**config.mk**
```make
export PLATFORM = sky130hd
export DESIGN_NAME = alu_core
export DESIGN_NICKNAME = d
export VERILOG_FILES = /design/src/rtl/alu_pkg.sv /design/src/rtl/alu_addsub.sv /design/src/rtl/alu_logic.sv /design/src/rtl/alu_shifter.sv /design/src/rtl/alu_flags.sv /design/src/rtl/alu_core.sv
export SDC_FILE = /design/constraint.sdc
export NUM_CORES = 1
export LEC_CHECK = 0
export ABC_AREA = 1
export BUFFER_PORTS_ARGS = -buffer_cell sky130_fd_sc_hd__clkbuf_2
export CAP_MARGIN = 20
export CORE_ASPECT_RATIO = 0.6
export CORE_MARGIN = 10
export CORE_UTILIZATION = 40
export DETAILED_ROUTE_END_ITERATION = 12
export SETUP_SLACK_MARGIN = 0.15
export SKIP_LAST_GASP = 1
export SLEW_MARGIN = 20
export SYNTH_ARGS = -nofsm -noshare
export SYNTH_HDL_FRONTEND = slang
export SYNTH_SLANG_ARGS = --single-unit
```
**constraint.sdc**
```tcl
create_clock -name clk -period 4.1 [get_ports clk]
set_input_delay 0.615 -clock clk [delete_from_list [all_inputs] [get_ports clk]]
set_output_delay 0.615 -clock clk [all_outputs]
set_load 0.02 [all_outputs]
```
**src/rtl/alu_pkg.sv**
```systemverilog
package alu_pkg;

  localparam int unsigned DATA_W = 32;
  localparam int unsigned OP_W   = 4;

  typedef enum logic [OP_W-1:0] {
    OP_ADD   = 4'd0,
    OP_SUB   = 4'd1,
    OP_RSUB  = 4'd2,
    OP_AND   = 4'd3,
    OP_OR    = 4'd4,
    OP_XOR   = 4'd5,
    OP_SLL   = 4'd6,
    OP_SRL   = 4'd7,
    OP_SRA   = 4'd8,
    OP_PASSA = 4'd9,
    OP_PASSB = 4'd10
  } alu_op_e;

  typedef enum logic [1:0] {
    SH_LEFT  = 2'd0,
    SH_RLOG  = 2'd1,
    SH_RARI  = 2'd2
  } shift_kind_e;

endpackage

```
**src/rtl/alu_addsub.sv**
```systemverilog
module alu_addsub #(
  parameter int unsigned W = 32
) (
  input  logic         subtract,
  input  logic         swap,
  input  logic [W-1:0] a,
  input  logic [W-1:0] b,
  output logic [W-1:0] sum
);

  logic [W-1:0] lhs;
  logic [W-1:0] rhs;
  logic [W-1:0] rhs_eff;

  // A single adder serves add, subtract and reversed subtract.
  always_comb begin
    lhs     = swap ? b : a;
    rhs     = swap ? a : b;
    rhs_eff = subtract ? ~rhs : rhs;
    sum     = lhs + rhs_eff + {{(W-1){1'b0}}, subtract};
  end

endmodule

```
**src/rtl/alu_logic.sv**
```systemverilog
module alu_logic #(
  parameter int unsigned W = 32
) (
  input  logic [1:0]   sel,
  input  logic [W-1:0] a,
  input  logic [W-1:0] b,
  output logic [W-1:0] y
);

  always_comb begin
    unique case (sel)
      2'd0:    y = a & b;
      2'd1:    y = a | b;
      2'd2:    y = a ^ b;
      default: y = '0;
    endcase
  end

endmodule

```
**src/rtl/alu_shifter.sv**
```systemverilog
module alu_shifter
  import alu_pkg::*;
#(
  parameter int unsigned W = 32
) (
  input  shift_kind_e          kind,
  input  logic [W-1:0]         a,
  input  logic [$clog2(W)-1:0] amt,
  output logic [W-1:0]         y
);

  localparam int unsigned STAGES = $clog2(W);

  logic         fill;
  logic [W-1:0] lstg [0:STAGES];
  logic [W-1:0] rstg [0:STAGES];

  assign fill    = (kind == SH_RARI) ? a[W-1] : 1'b0;
  assign lstg[0] = a;
  assign rstg[0] = a;

  // Logarithmic barrel: stage i moves by 2**i when amount bit i is set.
  for (genvar i = 0; i < STAGES; i++) begin : g_stage
    localparam int unsigned SH = 1 << i;
    assign lstg[i+1] = amt[i] ? {lstg[i][W-1-SH:0], {SH{1'b0}}} : lstg[i];
    assign rstg[i+1] = amt[i] ? {{SH{fill}}, rstg[i][W-1:SH]}   : rstg[i];
  end

  assign y = (kind == SH_LEFT) ? lstg[STAGES] : rstg[STAGES];

endmodule

```
**src/rtl/alu_flags.sv**
```systemverilog
module alu_flags #(
  parameter int unsigned W = 32
) (
  input  logic [W-1:0] value,
  output logic         is_zero,
  output logic         is_neg
);

  assign is_zero = ~|value;
  assign is_neg  = value[W-1];

endmodule

```
**src/rtl/alu_core.sv**
```systemverilog
module alu_core
  import alu_pkg::*;
#(
  parameter int unsigned W = DATA_W
) (
  input  logic            clk,
  input  logic            rst,
  input  logic [OP_W-1:0] op_i,
  input  logic [W-1:0]    s1_i,
  input  logic [W-1:0]    s2_i,
  output logic [W-1:0]    res_o,
  output logic            zero_o,
  output logic            neg_o
);

  localparam int unsigned AMT_W = $clog2(W);

  logic        as_sub;
  logic        as_swap;
  logic [W-1:0] arith_y;
  logic [1:0]   logic_sel;
  logic [W-1:0] logic_y;
  shift_kind_e  sh_kind;
  logic [W-1:0] shift_y;
  logic [W-1:0] next_res;
  logic         next_zero;
  logic         next_neg;

  // Operation decode: steer the shared sub-units.
  always_comb begin
    as_sub    = (op_i == OP_SUB) || (op_i == OP_RSUB);
    as_swap   = (op_i == OP_RSUB);
    logic_sel = (op_i == OP_AND) ? 2'd0 :
                (op_i == OP_OR)  ? 2'd1 : 2'd2;
    sh_kind   = (op_i == OP_SLL) ? SH_LEFT :
                (op_i == OP_SRL) ? SH_RLOG : SH_RARI;
  end

  alu_addsub #(.W(W)) u_addsub (
    .subtract (as_sub),
    .swap     (as_swap),
    .a        (s1_i),
    .b        (s2_i),
    .sum      (arith_y)
  );

  alu_logic #(.W(W)) u_logic (
    .sel (logic_sel),
    .a   (s1_i),
    .b   (s2_i),
    .y   (logic_y)
  );

  alu_shifter #(.W(W)) u_shift (
    .kind (sh_kind),
    .a    (s1_i),
    .amt  (s2_i[AMT_W-1:0]),
    .y    (shift_y)
  );

  // Result bus selection; unlisted codes drive zero.
  always_comb begin
    case (op_i)
      OP_ADD, OP_SUB, OP_RSUB: next_res = arith_y;
      OP_AND, OP_OR, OP_XOR:   next_res = logic_y;
      OP_SLL, OP_SRL, OP_SRA:  next_res = shift_y;
      OP_PASSA:                next_res = s1_i;
      OP_PASSB:                next_res = s2_i;
      default:                 next_res = '0;
    endcase
  end

  alu_flags #(.W(W)) u_flags (
    .value   (next_res),
    .is_zero (next_zero),
    .is_neg  (next_neg)
  );

  always_ff @(posedge clk) begin
    if (rst) begin
      res_o  <= '0;
      zero_o <= 1'b1;
      neg_o  <= 1'b0;
    end else begin
      res_o  <= next_res;
      zero_o <= next_zero;
      neg_o  <= next_neg;
    end
  end

  AST_ZERO_MATCH: assert property (@(posedge clk) disable iff (rst)
    zero_o == (res_o == '0));
  AST_NEG_MATCH: assert property (@(posedge clk) disable iff (rst)
    neg_o == res_o[W-1]);
  AST_ADD_WRAP: assert property (@(posedge clk) disable iff (rst)
    (op_i == OP_ADD) |=> (res_o - $past(s2_i) == $past(s1_i)));
  AST_RSUB_ORDER: assert property (@(posedge clk) disable iff (rst)
    (op_i == OP_RSUB) |=> (res_o + $past(s1_i) == $past(s2_i)));
  AST_PASS_S1: assert property (@(posedge clk) disable iff (rst)
    (op_i == OP_PASSA) |=> (res_o == $past(s1_i)));
  AST_PASS_S2: assert property (@(posedge clk) disable iff (rst)
    (op_i == OP_PASSB) |=> (res_o == $past(s2_i)));
  AST_UNUSED_ZERO: assert property (@(posedge clk) disable iff (rst)
    (op_i > OP_PASSB) |=> (res_o == '0 && zero_o));
  AST_RESET_STATE: assert property (@(posedge clk)
    rst |=> (res_o == '0 && zero_o && !neg_o));

endmodule

```
==> key figures <==
Outcome
  – Result of the run: finished, final reports clean

Critical path
  – Endpoint type of the worst setup path: flop
  – Arrival time of the worst setup path: roughly 3.9 ns
  – Critical path's slowest cell: sky130_fd_sc_hd__ha_1
  – Highest net fanout along the worst path: 21
  – Crit-path most repeated cell: sky130_fd_sc_hd__nand2_1
  – Bufs and invs on worst path: 5
  – Worst setup SP type: input port
  – Worst setup path category: in2reg
  – CP max stage delay: between 0.3 and 0.4 ns
  – CP Data Required Time: 4.31 ns
  – Dominant delay contributor by cell family on the critical path: simple AND/OR/NAND/NOR gates

Yosys
  – Synth top area share: 0.217
  – Post-synth ARST share: 0
  – Leading cell types by total area after synthesis: sky130_fd_sc_hd__nand2_1 (22%), sky130_fd_sc_hd__nand3_1 (14%), sky130_fd_sc_hd__ha_1 (12%)
  – Cell area after synthesis: ~9800 um^2
  – Register bit total from synthesis: 33
  – Number of cells produced by synthesis: 1851
  – Sequential-to-total area share from yosys stat: 0.0675
  – Most used flip-flop cell after synthesis: sky130_fd_sc_hd__dfxtp_1
  – Biggest area consumer among synthesized cells: sky130_fd_sc_hd__nand2_1
  – Number of distinct standard cells referenced by the synthesized netlist: 48
  – Number of nets in the synthesized netlist: 2017
  – Synth Area per Inst: 5.29 um^2
  – Post-synth top cells: sky130_fd_sc_hd__nand2_1 (565), sky130_fd_sc_hd__nand3_1 (264), sky130_fd_sc_hd__nor2_1 (189)
  – Number of flops mapped to enable cells by yosys: 0
  – Leading cell type by number of instances after synthesis: sky130_fd_sc_hd__nand2_1
  – Number of warnings printed during yosys synthesis: 0

GRT
  – Overall track demand over capacity in global routing: 0.292
  – Via count of the first global-routing pass: 11700
  – Global-route wire length before repair: between 70 and 80 mm
  – Maximum number of pins on one net before global-route repair: 73
  – Global route total overflow: 0
  – Number of antenna violations at the first check in global routing: 0

Power and ir drop
  – Proportion of power drawn by flip-flops and latches: 0.142
  – Power density normalized to cell area: 233 nW/um^2
  – IR Drop Worst-Case VDD: between 0.3 and 0.4 mV
  – Leakage: ~0.0060 uW
  – Share of total power consumed by net switching: 0.529
  – Clock network fraction of design power: 0.169
  – Part of the power in combinational logic: 0.689
  – Switching power: between 1000 and 1500 uW
  – Cell internal pwr: roughly 1200 uW

Detailed routing
  – Remaining design rule violation count: 0
  – Post-Route WL: about 49 mm
  – Post-detailed-route wirelength per cell: 21.7 um
  – Via count of the routed design: around 13000
  – DRT iter0 DRCs: between 2000 and 2500
  – Routed via count divided by cell count: approximately 5.9
  – First-pass iteration count of the detailed router: 9
  – Count of antenna-violating nets left after detailed routing: 0

Final layout
  – Layout overhead on the synthesized area: 12.9%
  – Total area of multi-input combinational cells: roughly 8100 um^2
  – Summed area of non-filler cells in the final layout: between 10000 and 15000 um^2
  – Sequential cell area: 661 um^2
  – Fraction of final layout cells sized beyond drive strength 1: 0.122
  – Net count, final: 2092
  – Number of inserted filler cells in the final layout: 2769
  – Antenna diode instance count: 0

Hold path
  – Hold Path Class: in2reg

Placed design
  – Standard cell area after detailed placement: about 11000 um^2
  – Routability Congestion: around 1.1
  – Port Buffer Count: roughly 100
  – Post-Place Worst Slack: -0.125 ns
  – HPWL after DPL: a little under 40 mm

Timing
  – Number of setup violations in the final report: 0
  – Tightest slew margin relative to the limit: 0.237
  – Fmax: approximately 270 MHz
  – Final worst setup slack: ~0.38 ns
  – Min Clock Period, post-route: 3.72 ns
  – Worst-margin pin slew: 1.14 ns
  – Unrepaired setup endpoints after global routing: false
  – Number of max-slew violations in the final report: 0
  – Hold Violations, Final: 0
  – Share of the clock period used by the worst path: 0.907

Floorplanning
  – Top-level I/O count: around 100
  – Initial Util: 0.406
  – Core ar.: between 20000 and 25000 um^2
  – Die extent in y: about 140 um
  – Chip width: ~220 um
  – Die ar.: 31300 um^2
  – Row count: 44

Clock network
  – Total clock buffers created by CTS: 5
  – Clock slew at the register clock pins of the worst setup and hold paths: roughly 0.050 ns
  – Clk sinks: 33
  – Number of buffers on the longest clock path: 2
  – H-Tree Depth: 2
  – Buffer type at the clock tree root: sky130_fd_sc_hd__clkbuf_16
  – Clock tree from TritonCTS: yes

Flow run
  – Max capacitance violation total: 0
[timing repair]
| item | CTS | global route |
|---|---|---|
| pin swaps | 0 | 2 |
| hold buffers | 0 | 0 |
| resized for setup | 1 | 21 |
| buffers inserted | 0 | 3 |
| gates cloned | 0 | 1 |
| setup endpoints to repair | 1 | 2 |
[stage by stage]
| step | instances | TNS (ns) | util | power [uW] | hold slack [ns] |
|---|---|---|---|---|---|
| after floorplan | 1851 | 0 | - | 1450 | 0.833 |
| after global placement | 2237 | -0.112 | 0.446 | 2050 | 1.04 |
| after detailed placement | 2237 | -0.125 | 0.446 | 2050 | 1.03 |
| after CTS | 2245 | 0 | 0.453 | 2490 | 0.956 |
| after global routing | 2249 | 0 | 0.458 | 2750 | 0.995 |
| final | 2249 | 0 | 0.458 | 2570 | 0.961 |
[final cells by class]
type	count	share of cell area
Multi-Input combinational cell	1543	0.731
Timing Repair Buffer	171	0.0978
Sequential cell	33	0.0598
Inverter	172	0.0587
Tap cell	322	0.0365
Clock buffer	6	0.0126
Clock inverter	2	0.00340
[placed cells by master, fill, tap and decap left out, types with 3 or more instances in the layout]
cell	synthesis	final
sky130_fd_sc_hd__nand2_1	565	564
sky130_fd_sc_hd__nand3_1	264	264
sky130_fd_sc_hd__nor2_1	189	185
sky130_fd_sc_hd__inv_1	157	157
sky130_fd_sc_hd__o21ai_0	124	118
sky130_fd_sc_hd__clkbuf_2	0	103
sky130_fd_sc_hd__ha_1	95	95
sky130_fd_sc_hd__a21oi_1	83	78
sky130_fd_sc_hd__buf_4	4	64
sky130_fd_sc_hd__dfxtp_1	33	33
sky130_fd_sc_hd__xor2_1	32	32
sky130_fd_sc_hd__o22ai_1	29	29
sky130_fd_sc_hd__o21ai_1	24	28
sky130_fd_sc_hd__o211ai_1	28	28
sky130_fd_sc_hd__inv_2	12	12
sky130_fd_sc_hd__nor2_2	9	12
sky130_fd_sc_hd__nand3b_1	11	11
sky130_fd_sc_hd__a31oi_1	11	11
sky130_fd_sc_hd__nand4_1	9	9
sky130_fd_sc_hd__a221oi_1	8	8
sky130_fd_sc_hd__nor3_1	10	8
sky130_fd_sc_hd__nand2_2	6	6
sky130_fd_sc_hd__a221oi_2	6	6
sky130_fd_sc_hd__clkbuf_16	0	6
sky130_fd_sc_hd__a21oi_2	1	5
sky130_fd_sc_hd__or2_2	4	4
sky130_fd_sc_hd__a211oi_1	4	4
sky130_fd_sc_hd__nor3_2	1	3
sky130_fd_sc_hd__nor2_4	2	3
sky130_fd_sc_hd__o2111ai_1	3	3
sky130_fd_sc_hd__and2_1	3	3
sky130_fd_sc_hd__a21o_1	3	3
sky130_fd_sc_hd__o21bai_1	4	3
[worst min-delay path, cell delays in order]
cell and delay [ns]:
sky130_fd_sc_hd__clkbuf_2 0.10, sky130_fd_sc_hd__ha_1 0.15, sky130_fd_sc_hd__a221oi_1 0.09, sky130_fd_sc_hd__nand3_1 0.11, sky130_fd_sc_hd__nand2_1 0.08, sky130_fd_sc_hd__inv_1 0.05
[registers in the layout, summed over array words and instances (netlist names)]
| signal | flops |
|---|---|
| res_o | 32 |
| zero_o | 1 |
[path summary, 6_finish.rpt]
check	from	endpoint	slack (ns)	cells past startpoint
setup / recovery	op_i[1]	zero_o	0.38	25
hold / removal	s2_i[30]	res_o[30]	0.96	6
[layer usage]
metal / track usage / share of wire
met1: 0.440 / 0.47
met2: 0.384 / 0.37
met3: 0.0940 / 0.14
met4: 0.0542 / 0.020
met5: 0 / 0
[power by group through the flow]
stage	Combinational [uW]	Sequential (uW)	Clock [uW]
floorplan	1030	413	0
global placement	1680	370	0
detailed placement	1680	371	0
CTS	1690	366	437
global route	1930	368	456
finish	1770	366	435
[cells by family (layout without fill, tap and decap cells)]
| kind of cell | Yosys count | in the layout | synth area share |
|---|---|---|---|
| AOI/OAI and AO/OA | 336 | 336 | 0.201 |
| xor gates and xnor gates | 34 | 34 | 0.0304 |
| adders and majority gates | 96 | 96 | 0.124 |
| buffers and inverters | 275 | 351 | 0.114 |
| DFF | 33 | 33 | 0.0675 |
| and+or+nand+nor | 1077 | 1077 | 0.464 |
Power figures use the tool's default switching activity.
